--- src/rtl/rmj_pkg.sv ---
package rmj_pkg;
   typedef enum logic {
      FR_IDLE = 1'b0,
      FR_RUN  = 1'b1
   } frame_state_e;

   function automatic int safe_clog2(input int v);
      return (v > 1) ? $clog2(v) : 1;
   endfunction
endpackage

--- src/rtl/rmj_popcount.sv ---
module rmj_popcount #(
   parameter int W        = 32,
   parameter bit USE_TREE = 1'b1,
   localparam int PW      = $clog2(W + 1)
) (
   input  logic [W-1:0]  vec,
   output logic [PW-1:0] ones
);
   if (W < 2) begin : g_bad_w
      $error("rmj_popcount: W must be at least 2");
   end

   if (USE_TREE) begin : g_tree
      if ((W & (W - 1)) != 0) begin : g_bad_pow
         $error("rmj_popcount: tree variant needs a power-of-two W");
      end
      // heap-indexed adder tree: leaves at W-1 .. 2W-2, root at 0
      logic [PW-1:0] node [2*W-1];
      for (genvar i = 0; i < W; i++) begin : g_leaf
         assign node[W-1+i] = {{(PW-1){1'b0}}, vec[i]};
      end
      for (genvar k = 0; k < W - 1; k++) begin : g_sum
         assign node[k] = node[2*k+1] + node[2*k+2];
      end
      assign ones = node[0];
   end else begin : g_linear
      always_comb begin
         ones = '0;
         for (int i = 0; i < W; i++) begin
            ones = ones + {{(PW-1){1'b0}}, vec[i]};
         end
      end
   end
endmodule

--- src/rtl/rmj_frame_ctrl.sv ---
module rmj_frame_ctrl
   import rmj_pkg::*;
#(
   parameter int WORDS = 64,
   localparam int WCW  = safe_clog2(WORDS)
) (
   input  logic clk,
   input  logic rst_n,
   input  logic start,
   input  logic in_valid,
   input  logic in_last,
   output logic beat_take,
   output logic frame_end,
   output logic len_bad
);
   frame_state_e   st_q;
   logic [WCW-1:0] idx_q;
   logic           at_final;

   assign at_final  = (idx_q == WCW'(WORDS - 1));
   assign beat_take = (st_q == FR_RUN) && in_valid && !start;
   assign frame_end = beat_take && (in_last || at_final);
   assign len_bad   = frame_end && (in_last != at_final);

   always_ff @(posedge clk or negedge rst_n) begin
      if (!rst_n) begin
         st_q  <= FR_IDLE;
         idx_q <= '0;
      end else if (start) begin
         st_q  <= FR_RUN;
         idx_q <= '0;
      end else if (frame_end) begin
         st_q  <= FR_IDLE;
         idx_q <= '0;
      end else if (beat_take) begin
         idx_q <= idx_q + 1'b1;
      end
   end

   // beat index never runs past the final beat
   a_r7_index_bound: assert property (@(posedge clk) disable iff (!rst_n)
      idx_q <= WCW'(WORDS - 1));
   // start opens a frame at beat 0
   a_r5_start_opens: assert property (@(posedge clk) disable iff (!rst_n)
      start |=> (st_q == FR_RUN) && (idx_q == '0));
   // after a frame closes, no further beat is taken until start
   a_r8_closed_after_end: assert property (@(posedge clk) disable iff (!rst_n)
      frame_end && !start |=> !beat_take || start);
endmodule

--- src/rtl/rmj_dist_acc.sv ---
module rmj_dist_acc #(
   parameter int W     = 32,
   parameter int CNT_W = 12,
   localparam int PW   = $clog2(W + 1)
) (
   input  logic             clk,
   input  logic             rst_n,
   input  logic             clr,
   input  logic             add,
   input  logic [PW-1:0]    ones,
   output logic [CNT_W-1:0] total
);
   logic [CNT_W-1:0] acc_q;

   if (CNT_W < PW) begin : g_bad_cnt
      $error("rmj_dist_acc: counter narrower than one word count");
   end

   // running sum including the beat being presented this cycle
   assign total = acc_q + (add ? CNT_W'(ones) : '0);

   always_ff @(posedge clk or negedge rst_n) begin
      if (!rst_n)    acc_q <= '0;
      else if (clr)  acc_q <= '0;
      else if (add)  acc_q <= total;
   end

   // idle cycles leave the running count untouched
   a_r10_idle_hold: assert property (@(posedge clk) disable iff (!rst_n)
      !clr && !add |=> $stable(acc_q));
endmodule

--- src/rtl/rmj_decide.sv ---
module rmj_decide #(
   parameter int                RESP_BITS = 2048,
   parameter int                CNT_W     = 12,
   parameter logic [CNT_W-1:0]  THR_RESET = 61
) (
   input  logic             clk,
   input  logic             rst_n,
   input  logic             start,
   input  logic             cfg_we,
   input  logic [CNT_W-1:0] cfg_thresh,
   input  logic             frame_end,
   input  logic             len_bad,
   input  logic [CNT_W-1:0] total,
   output logic             done,
   output logic             accept,
   output logic [CNT_W-1:0] distance,
   output logic             len_err
);
   logic [CNT_W-1:0] thr_q;

   always_ff @(posedge clk or negedge rst_n) begin
      if (!rst_n)       thr_q <= THR_RESET;
      else if (cfg_we)  thr_q <= cfg_thresh;
   end

   always_ff @(posedge clk or negedge rst_n) begin
      if (!rst_n) begin
         done     <= 1'b0;
         accept   <= 1'b0;
         distance <= '0;
         len_err  <= 1'b0;
      end else if (start) begin
         done     <= 1'b0;
         accept   <= 1'b0;
         distance <= '0;
         len_err  <= 1'b0;
      end else if (frame_end) begin
         done     <= 1'b1;
         accept   <= !len_bad && (total <= thr_q);
         distance <= total;
         len_err  <= len_bad;
      end else begin
         done     <= 1'b0;
      end
   end

   // done is a single-cycle strobe
   a_r4_done_pulse: assert property (@(posedge clk) disable iff (!rst_n)
      done |=> !done);
   // results hold between frame end and the next start
   a_r4_result_hold: assert property (@(posedge clk) disable iff (!rst_n)
      !start && !frame_end |=> $stable(distance) && $stable(accept) && $stable(len_err));
   // a length error is never accepted
   a_r6_len_rejects: assert property (@(posedge clk) disable iff (!rst_n)
      len_err |-> !accept);
   // start clears the results
   a_r5_start_clears: assert property (@(posedge clk) disable iff (!rst_n)
      start |=> !done && !accept && !len_err && (distance == '0));
   // distance never exceeds the response length
   a_r1_dist_bound: assert property (@(posedge clk) disable iff (!rst_n)
      distance <= CNT_W'(RESP_BITS));
endmodule

--- src/rtl/resp_match_judge.sv ---
module resp_match_judge #(
   parameter int  RESP_BITS       = 2048,
   parameter int  WORD_W          = 32,
   parameter int  THR_RESET       = 61,
   parameter bit  POP_TREE        = 1'b1,
   localparam int CNT_W           = $clog2(RESP_BITS + 1)
) (
   input  logic              clk,
   input  logic              rst_n,
   input  logic              cfg_we,
   input  logic [CNT_W-1:0]  cfg_thresh,
   input  logic              start,
   input  logic              in_valid,
   input  logic              in_last,
   input  logic [WORD_W-1:0] ref_word,
   input  logic [WORD_W-1:0] cand_word,
   output logic              done,
   output logic              accept,
   output logic [CNT_W-1:0]  distance,
   output logic              len_err
);
   localparam int WORDS = RESP_BITS / WORD_W;
   localparam int PW    = $clog2(WORD_W + 1);

   if (RESP_BITS % WORD_W != 0) begin : g_bad_len
      $error("resp_match_judge: RESP_BITS must be a multiple of WORD_W");
   end
   if (THR_RESET >= (1 << CNT_W)) begin : g_bad_thr
      $error("resp_match_judge: THR_RESET does not fit the threshold field");
   end

   logic             beat_take;
   logic             frame_end;
   logic             len_bad;
   logic [PW-1:0]    ones;
   logic [CNT_W-1:0] total;

   rmj_frame_ctrl #(.WORDS(WORDS)) u_frame (
      .clk       (clk),
      .rst_n     (rst_n),
      .start     (start),
      .in_valid  (in_valid),
      .in_last   (in_last),
      .beat_take (beat_take),
      .frame_end (frame_end),
      .len_bad   (len_bad)
   );

   rmj_popcount #(.W(WORD_W), .USE_TREE(POP_TREE)) u_pop (
      .vec  (ref_word ^ cand_word),
      .ones (ones)
   );

   rmj_dist_acc #(.W(WORD_W), .CNT_W(CNT_W)) u_acc (
      .clk   (clk),
      .rst_n (rst_n),
      .clr   (start),
      .add   (beat_take),
      .ones  (ones),
      .total (total)
   );

   rmj_decide #(
      .RESP_BITS (RESP_BITS),
      .CNT_W     (CNT_W),
      .THR_RESET (CNT_W'(THR_RESET))
   ) u_decide (
      .clk        (clk),
      .rst_n      (rst_n),
      .start      (start),
      .cfg_we     (cfg_we),
      .cfg_thresh (cfg_thresh),
      .frame_end  (frame_end),
      .len_bad    (len_bad),
      .total      (total),
      .done       (done),
      .accept     (accept),
      .distance   (distance),
      .len_err    (len_err)
   );

   // no result strobe without an open frame having taken a beat
   a_r8_done_needs_beat: assert property (@(posedge clk) disable iff (!rst_n)
      done |-> $past(beat_take));
endmodule

--- config.mk ---
export PLATFORM = sky130hd
export DESIGN_NAME = resp_match_judge
export DESIGN_NICKNAME = d
export VERILOG_FILES = /design/src/rtl/rmj_pkg.sv /design/src/rtl/rmj_popcount.sv /design/src/rtl/rmj_frame_ctrl.sv /design/src/rtl/rmj_dist_acc.sv /design/src/rtl/rmj_decide.sv /design/src/rtl/resp_match_judge.sv
export SDC_FILE = /design/constraint.sdc
export NUM_CORES = 1
export LEC_CHECK = 0
export BUFFER_PORTS_ARGS = -buffer_cell sky130_fd_sc_hd__buf_2
export CAP_MARGIN = 20
export CORE_UTILIZATION = 30
export DETAILED_ROUTE_END_ITERATION = 6
export PLACE_DENSITY_LB_ADDON = 0.05
export SLEW_MARGIN = 20
export SYNTH_ARGS = -nofsm -noshare
export SYNTH_HDL_FRONTEND = slang
export SYNTH_SLANG_ARGS = --single-unit
--- constraint.sdc ---
create_clock -name clk -period 5.3 [get_ports clk]
set_input_delay 1.59 -clock clk [delete_from_list [all_inputs] [get_ports clk]]
set_output_delay 1.59 -clock clk [all_outputs]
set_load 0.02 [all_outputs]
# Word-level counts from Yosys, hierarchy flattened
# Index checks and enable logic that the tools add are counted.
# Widths: inputs -> output; s select.
[op_classes] addsub=33 n_lt_le_gt_ge=1 eq_ne=2 mux=16 bitwise=1 reduce_logical=11
[op_table] cell="$mux 12" n=4
[op_table] cell="$add 1x1->2" n=16
[op_table] cell="$xor 32x32->32" n=1
[op_table] cell="$add 2x2->3" n=8
[op_table] cell="$mux 6" n=4
[op_table] cell="$add 3x3->4" n=4
[op_table] cell="$add 12x12->12" n=1
[op_table] cell="$le 12x12->1" n=1
[op_table] cell="$add 4x4->5" n=2
[op_table] cell="$mux 1" n=8
[op_table] cell="$add 5x5->6" n=1
[op_table] cell="$add 6x1->6 const B" n=1
[op_table] cell="$eq 6x6->1 const B" n=1
[op_table] cell="$logic_and 1x1->1" n=5
[op_table] cell="$reduce_bool 2->1" n=2
[op_table] cell="$reduce_bool 3->1" n=1
[op_table] cell="$logic_not 1->1" n=2
[op_table] cell="$logic_or 1x1->1" n=1
[op_table] cell="$ne 1x1->1" n=1
[totals] regBits=46 in_bits=82 output_inout_bits=15 word_cells=72

# Logic depth before layout (Yosys ltp)
# Gate-level depths: netlist of run 1.
[logic_depth] word_depth=12 depth_mapped=29 mapped_depth_nobuf=28

# By module
# From an unflattened synthesis of run 1, not the netlist that was laid out.
[unflattened] cells_unflattened=416 area_unflattened_um2=4003.8
[modules_own_cells] module="rmj_decide" instances=1 cells_each=127 area_per_inst_um2=1316.3 seq_area_each_um2=681.9
[modules_own_cells] module="rmj_popcount" instances=1 cells_each=114 area_per_inst_um2=1097.3 seq_area_each_um2=0.0
[modules_own_cells] module="rmj_dist_acc" instances=1 cells_each=103 area_per_inst_um2=930.9 seq_area_each_um2=300.3
[modules_own_cells] module="rmj_frame_ctrl" instances=1 cells_each=40 area_per_inst_um2=379.1 seq_area_each_um2=175.2
[modules_own_cells] module="resp_match_judge" instances=1 cells_each=32 area_per_inst_um2=280.3 seq_area_each_um2=0.0

# Least setup slack after synthesis of run 1
# No wires, ideal clock.
[synth_path] path_kind="input port to flip-flop" start="in cand_word[11]" end="reg u_decide.accept" setup_time_ns=0.095 arrival_time_ns=7.943 t_required_ns=5.205 path_slack_ns=-2.738 cell_stages=28 n_path_buf=0 path_cell_list="xor2_1 fa_1 inv_1 fa_1 inv_1 fa_1 fa_1 inv_1 fa_1 fa_1 inv_1 ha_1 inv_1 fa_1 nor2b_1 o21ai_0 a21boi_0 nor3_1 ha_1 a211oi_1 o21a_1 nor3_1 xor2_1 ha_1 a21o_1 a21oi_1 o21ai_0 o31ai_1"
[synth_between] elab_chain_len=12
[synth_rtl] item="from (decl)" line_no="resp_match_judge.sv:16" source="input logic [WORD_W-1:0] cand_word,"
[synth_rtl] item="$xor 32x32->32" line_no="resp_match_judge.sv:50" source=".vec (ref_word ^ cand_word),"
[synth_rtl] item="$add 1x1->2" line_no="rmj_popcount.sv:23" source="assign node[k] = node[2*k+1] + node[2*k+2];"
[synth_rtl] item="$add 2x2->3" line_no="rmj_popcount.sv:23"
[synth_rtl] item="$add 3x3->4" line_no="rmj_popcount.sv:23"
[synth_rtl] item="$add 4x4->5" line_no="rmj_popcount.sv:23"
[synth_rtl] item="$add 5x5->6" line_no="rmj_popcount.sv:23"
[synth_rtl] item="$mux 6" line_no="rmj_dist_acc.sv:20" source="assign total = acc_q + (add ? CNT_W'(ones) : '0);"
[synth_rtl] item="$add 12x12->12" line_no="rmj_dist_acc.sv:20"
[synth_rtl] item="$le 12x12->1" line_no="rmj_decide.sv:39" source="accept <= !len_bad && (total <= thr_q);"
[synth_rtl] item="$logic_and 1x1->1" line_no="rmj_decide.sv:39"
[synth_rtl] item="$mux 1" line_no="rmj_decide.sv:37" source="end else if (frame_end) begin"
[synth_rtl] item="$mux 1" line_no="rmj_decide.sv:32" source="end else if (start) begin"
[synth_rtl] item="to (signal assigned)" line_no="rmj_decide.sv:39"
[synth_rtl] item="to (decl)" line_no="rmj_decide.sv:15" source="output logic accept,"
# Every way passes these cells. The select of a mux whose other input is x is not followed.
# A chain may end at the register's enable or synchronous reset.

# Worst setup path after layout of run 1
[layout_path] start="in ref_word[17]" end="reg u_decide.accept"
[layout_between] elab_chain_len=12
[layout_rtl] item="from (decl)" line_no="resp_match_judge.sv:15" source="input logic [WORD_W-1:0] ref_word,"
[layout_rtl] item="$xor 32x32->32" line_no="resp_match_judge.sv:50"
[layout_rtl] item="$add 1x1->2" line_no="rmj_popcount.sv:23"
[layout_rtl] item="$add 2x2->3" line_no="rmj_popcount.sv:23"
[layout_rtl] item="$add 3x3->4" line_no="rmj_popcount.sv:23"
[layout_rtl] item="$add 4x4->5" line_no="rmj_popcount.sv:23"
[layout_rtl] item="$add 5x5->6" line_no="rmj_popcount.sv:23"
[layout_rtl] item="$mux 6" line_no="rmj_dist_acc.sv:20"
[layout_rtl] item="$add 12x12->12" line_no="rmj_dist_acc.sv:20"
[layout_rtl] item="$le 12x12->1" line_no="rmj_decide.sv:39"
[layout_rtl] item="$logic_and 1x1->1" line_no="rmj_decide.sv:39"
[layout_rtl] item="$mux 1" line_no="rmj_decide.sv:37"
[layout_rtl] item="$mux 1" line_no="rmj_decide.sv:32"
# Every way passes these cells. The select of a mux whose other input is x is not followed.

==> flow_summary.toml, run 1 <==
[grt]
grt_pass1_wl_um = 15900
overflow = 0
track_usage_pct = 15.8
antenna_found_initial = 0
grt_start_max_net_pins = 47
grt_pass1_vias = 3369

[route]
drtPass1Iterations = 4
via_per_inst = 4.62
dr.first_iter.drc_count = 143
num_vias = 3325
ant_nets = 0
wl_um = 9770
drc = 0
wl_per_cell_um = 13.6

[sta]
worst_pin_slew_ps = 622
hold_viol_final = 0
fin_crit_sh_pct = 147
period_needed_ps = 7790
drv_slew = 0
maxSlewHeadroom_pct = 58.5
fin_ws_ps = -2490
fin_skew_ps = 2.23
hold_ws_ps = 503
setup_tns_ps = -40970
max_freq_ghz = 0.128
setup_viol = 25
rsz0062_at_grt = "true"

[synth]
synth_top_cell_by_area = "dfrtp_1"
ys_seq_area_share_pct = 30.6
synth-async-reset-ratio_pct = 100
synthCells = 407
ys_ff_latch = 46
synthesis.area_um2 = 3780
syn-num-nets = 541
synth_cell_types = 45
synth_edf_count = 0
synthFlopType = "dfrtp_1"
synth_top_area_share_pct = 27.2
yosys-top-cells-area = "dfrtp_1 (27%), fa_1 (13%), ha_1 (8.9%)"
syn_area_per_cell_um2 = 9.28
synth-warning-count = 0

[layout]
final_cell_area_um2 = 5390
regArea_um2 = 1160
final_common_cell = "buf_2"
nets = 685
fillers = 1202
final_cell_mix = "buf_2 (94), inv_1 (43), dfrtp_1 (41), buf_4 (38), ha_1 (23)"
fin_util_pct = 44.4
drive_gt1_share_pct = 42.8
multiInputGateArea_um2 = 2720
area_delta_synth_final_pct = 42.8
n_antenna_cell = 0

[floorplanning]
die_area_um2 = 13000
dieHeight_um = 114
die_width_um = 114
ioPinCount = 97
start_util_pct = 31.1
std_cell_rows = 40
core_um2 = 12200

[worst_setup_path]
rr_startpoint = "u_frame.st_q"
criticalPathCategory = "in2reg"
rr_worst_depth = 14
startpoint = "ref_word[17]"
cp_slowest_stage_delay_ps = 560
critPathSlowestCell = "fa_2"
cp-start-kind = "input port"
cp.arrival_ps = 7990
cp-endpoint = "u_decide.accept"
worstPathRequired_ps = 5500
end_kind = "register"
crit_top_cell = "fa_1"
r2r-end = "u_decide.accept"
cp_max_fo = 5
reg2reg_setup_slack_ps = 2170

[cts]
clock_path_buffers = 2
clock_latency_ps = 290
hold_buffers = 0
path_clk_slew_ps = 60
cts_sinks = 46
cts_tree = "done"
numCtsBuffers = 5
htree_levels = 2
cts-root-buf = "clkbuf_16"

[power]
power.density_nw_per_um2 = 708
ir_drop_uv = 479
leakage_nw = 2.58

[place]
place.gp.congestion = 0.775
post_dp_cell_area_um2 = 4810
hpwlAfterDp_um = 7580
port_buffers = 96

[outcome]
violations = "setup timing"
outcome = "finished, violations left"

[flow_run]
max_cap_viol_count = 0

[worst_hold_path]
hp-class = "reg2reg"
## per-layer routing
metal  vias up  GRT usage [%]  wire length [um]
li1       1668              -                 -
met1      1565           17.9              4110
met3         9           1.96               357
met4         0           5.19               143
met5         -              0                 0
met2        83           30.2              5160
## critical path: cells and delay by family
kind	cells	cell delay [ps]
AOI/OAI and AO/OA	6	820
xor gates and xnor gates	2	370
and+or+nand+nor	4	550
adders and majority gates	10	4000
buffers and inverters	9	630
## state kept, by name, summed over array words and instances (netlist names)
| name | count |
|---|---|
| u_decide.distance | 12 |
| u_decide.done | 1 |
| u_decide.accept | 1 |
| u_frame.st_q | 1 |
| u_decide.thr_q | 12 |
| u_frame.idx_q | 6 |
| u_decide.len_err | 1 |
| u_acc.acc_q | 12 |
## where the power goes
| group | total [mW] | leakage (nW) | switching (mW) | internal [mW] |
|---|---|---|---|---|
| registers | 0.412 | 0.605 | 0.0222 | 0.390 |
| clock network | 0.324 | 0.0739 | 0.137 | 0.187 |
| logic | 3.08 | 1.90 | 1.46 | 1.63 |
## cell families after synthesis
family                   share of synthesized area, %
flip-flops                                       30.6
AO/OA/AOI/OAI                                    13.3
multiplexers                                    0.596
XOR/XNOR                                         9.97
adder cells (fa/ha/maj)                          22.2
AND/OR/NAND/NOR                                  16.7
buffers and inverters                            6.62
## through the flow
stage | power, mW | setup slack [ps] | cells
floorplan | 2.02 | -2400 | 407
global placement | 2.91 | -2830 | 698
detailed placement | 2.95 | -2910 | 698
CTS | 3.51 | -2500 | 712
global route | 4.22 | -2790 | 720
finish | 3.82 | -2490 | 720
## layout make-up
type / count / area share, %
multi-input combinational: 298 / 50.3
sequential: 46 / 21.5
timing repair buffer: 152 / 18.2
tap: 168 / 3.90
inverter: 48 / 3.39
clock buffer: 7 / 2.64
clock inverter: 1 / 0.0928
## worst min path at each step
stage / start / end / slack (ps) / cells past startpoint
global route: u_decide.distance[3] / u_decide.distance[3] / 540 / 2
detailed placement: u_decide.distance[1] / u_decide.distance[1] / 500 / 2
finish: u_decide.distance[1] / u_decide.distance[1] / 500 / 2
CTS: u_decide.distance[1] / u_decide.distance[1] / 510 / 2
global placement: u_decide.distance[1] / u_decide.distance[1] / 490 / 2
floorplan: u_decide.thr_q[2] / u_decide.thr_q[2] / 480 / 2
## cells in the mapped netlist, types with 12 or more instances
cell type / instances
nand3b_1: 12
nor2_1: 19
xor2_1: 22
nand3_1: 14
o21ai_0: 29
a21oi_1: 21
xnor2_1: 21
nor3_1: 12
fa_1: 25
inv_1: 48
dfrtp_1: 41
ha_1: 27
nand2_1: 28
## timing repair
action,CTS,global route
setup endpoints to repair,25,25
pin swaps,37,23
gates resized for setup,41,40
hold endpoints to repair,0,0
setup buffers,8,8
(Power assumes the default switching activity.)
==> inputs of run 2 (changes only) <==
CORE_ASPECT_RATIO = 1.75   (was unset)
SYNTH_HIERARCHICAL = 1   (was unset)
==> flow_summary.toml, run 2 <==
[outcome]
outcome = "finished, violations left"
violations = "setup timing"

[flow_run]
max_cap_viol_count = 0

[floorplanning]
start_util_pct = 30.8
dieHeight_um = 155
die_area_um2 = 13800
ioPinCount = 97
core_um2 = 13000
die_width_um = 89.3
std_cell_rows = 55

[sta]
worst_pin_slew_ps = 616
maxSlewHeadroom_pct = 58.9
hold_ws_ps = 507
rsz0062_at_grt = "true"
period_needed_ps = 7670
drv_slew = 0
max_freq_ghz = 0.130
hold_viol_final = 0
setup_viol = 23
fin_crit_sh_pct = 145
setup_tns_ps = -32620
fin_ws_ps = -2370
fin_skew_ps = 6.74

[synth]
synth_cell_types = 46
synthCells = 416
yosys-top-cells-area = "dfrtp_1 (26%), ha_1 (14%), fa_1 (14%)"
synthMostInstantiatedCell = "inv_1"
synth-async-reset-ratio_pct = 100
synth_edf_count = 0
synth-warning-count = 6
syn-num-nets = 569
synthTopCellsByCount = "inv_1 (74), ha_1 (44), dfrtp_1 (41), xor2_1 (37), nor2_1 (30)"
synth_top_area_share_pct = 25.6
ys_ff_latch = 46
synthesis.area_um2 = 4000
ys_seq_area_share_pct = 28.9
syn_area_per_cell_um2 = 9.62
synthFlopType = "dfrtp_1"
synth_top_cell_by_area = "dfrtp_1"

[power]
power.density_nw_per_um2 = 747
leakage_nw = 2.82
ir_drop_uv = 681
total_power_mw = 4.16

[route]
ant_nets = 0
wl_per_cell_um = 12.9
via_per_inst = 4.51
num_vias = 3280
drtPass1Iterations = 4
wl_um = 9340
drc = 0
dr.first_iter.drc_count = 50

[worst_setup_path]
end_kind = "register"
reg2reg_setup_slack_ps = 1740
cp.arrival_ps = 7870
cp_max_fo = 3
cp-start-kind = "input port"
worstPathRequired_ps = 5500
criticalPathCategory = "in2reg"
startpoint = "cand_word[24]"
rr_startpoint = "u_frame/st_q"

[cts]
hold_buffers = 0
cts-root-buf = "clkbuf_16"
numCtsBuffers = 5
clock_latency_ps = 280
clock_path_buffers = 2
htree_levels = 2
path_clk_slew_ps = 60
cts_tree = "done"
cts_sinks = 46

[grt]
use_met1_pct = 13.9
grt_pass1_wl_um = 15300
grt_start_max_net_pins = 47
overflow = 0
grt_pass1_vias = 3458
grt.busiest_layer = "met2"
track_usage_pct = 14.5
met3_usage_pct = 1.33
met2_usage_pct = 29.8
antenna_found_initial = 0

[place]
place.gp.congestion = 0.747
post_dp_cell_area_um2 = 5020
hpwlAfterDp_um = 7590
place_inst = 709
place_ws_ps = -2790
port_buffers = 96

[layout]
final_cell_area_um2 = 5560
drive_gt1_share_pct = 40.3
final_cells = 727
n_antenna_cell = 0
final_cell_mix = "buf_2 (91), inv_1 (62), dfrtp_1 (41), ha_1 (37), xor2_1 (35)"
reg_top3 = "u_acc/acc_q (12), u_decide/distance (12), u_decide/thr_q (12)"
nets = 708
final_common_cell = "buf_2"
area_delta_synth_final_pct = 38.9
fin_util_pct = 42.8

[worst_hold_path]
hp-class = "reg2reg"
holdCritStartpoint = "u_decide/thr_q[3]"
## run 2: cell count changes in the layout (fill, tap and decap cells not counted), sizes merged, moves of 7 or more
cell,before,now
xnor2,21,11
mux2i,0,18
nand3,14,4
nor2,19,30
nand3b,12,0
xor2,22,37
inv,48,74
buf,152,140
nor3,12,3
ha,27,44
nand2,28,21
o21ai,30,22
## run 2: metal layers
| layer | up-vias | routed length [um] |
|---|---|---|
| met5 | - | 0 |
| met4 | 0 | 99 |
| met3 | 4 | 231 |
| met2 | 79 | 5650 |
| met1 | 1581 | 3370 |
| li1 | 1616 | - |
## run 2: worst paths after layout
kind / to / cells past startpoint
setup / recovery: u_decide/accept / 26
hold / removal: u_decide/thr_q[3] / 2
setup reg to reg: u_decide/accept / 15
hold reg to reg: u_decide/thr_q[3] / 2
max in group asynchronous: u_acc/acc_q[0] / 2
min in group asynchronous: u_decide/done / 2
## run 2: kinds of logic after synthesis
logic type                 after synthesis  share of synthesized area [%]
xor gates and xnor gates                48                           10.5
adders and majority gates               71                           27.3
and+or+nand+nor                         90                           11.0
buffers and inverters                   82                           7.84
muxes                                   21                           5.34
DFF                                     46                           28.9
AOI/OAI and AO/OA                       58                           9.16
## run 2: area by class of cell
class                      instances  area [um^2]
timing repair buffer             140          898
tap                              171          214
multi-input combinational        288         2880
inverter                          74          278
fill                            1316         7440
clock buffer                       6          129
clock inverter                     2         10.0
sequential                        46         1160
## run 2: timing repair
item	CTS	global route
setup buffers	9	5
cloned	0	0
pin swaps	25	21
endpoints found under the setup margin	23	24
resized for setup	43	33
## run 2: critical path: stages
cell and delay, ps:
buf_2 100, xor2_1 150, ha_1 270, inv_1 50
fa_2 410, fa_1 550, inv_2 40, fa_2 590
fa_1 410, fa_1 540, ha_4 140, inv_2 40
fa_2 550, inv_2 30, and2_4 150, ha_4 270
o211ai_2 90, o211a_1 240, or3_4 380, nor2_4 110
xor2_2 170, ha_1 280, a21oi_2 120, o21ai_1 70
or3_1 330, o31ai_2 170
## run 2: report_power, final
part / leakage, nW / switching, mW / internal (mW)
sequential: 0.607 / 0.0227 / 0.384
clock: 0.0706 / 0.127 / 0.173
combinational: 2.14 / 1.56 / 1.89
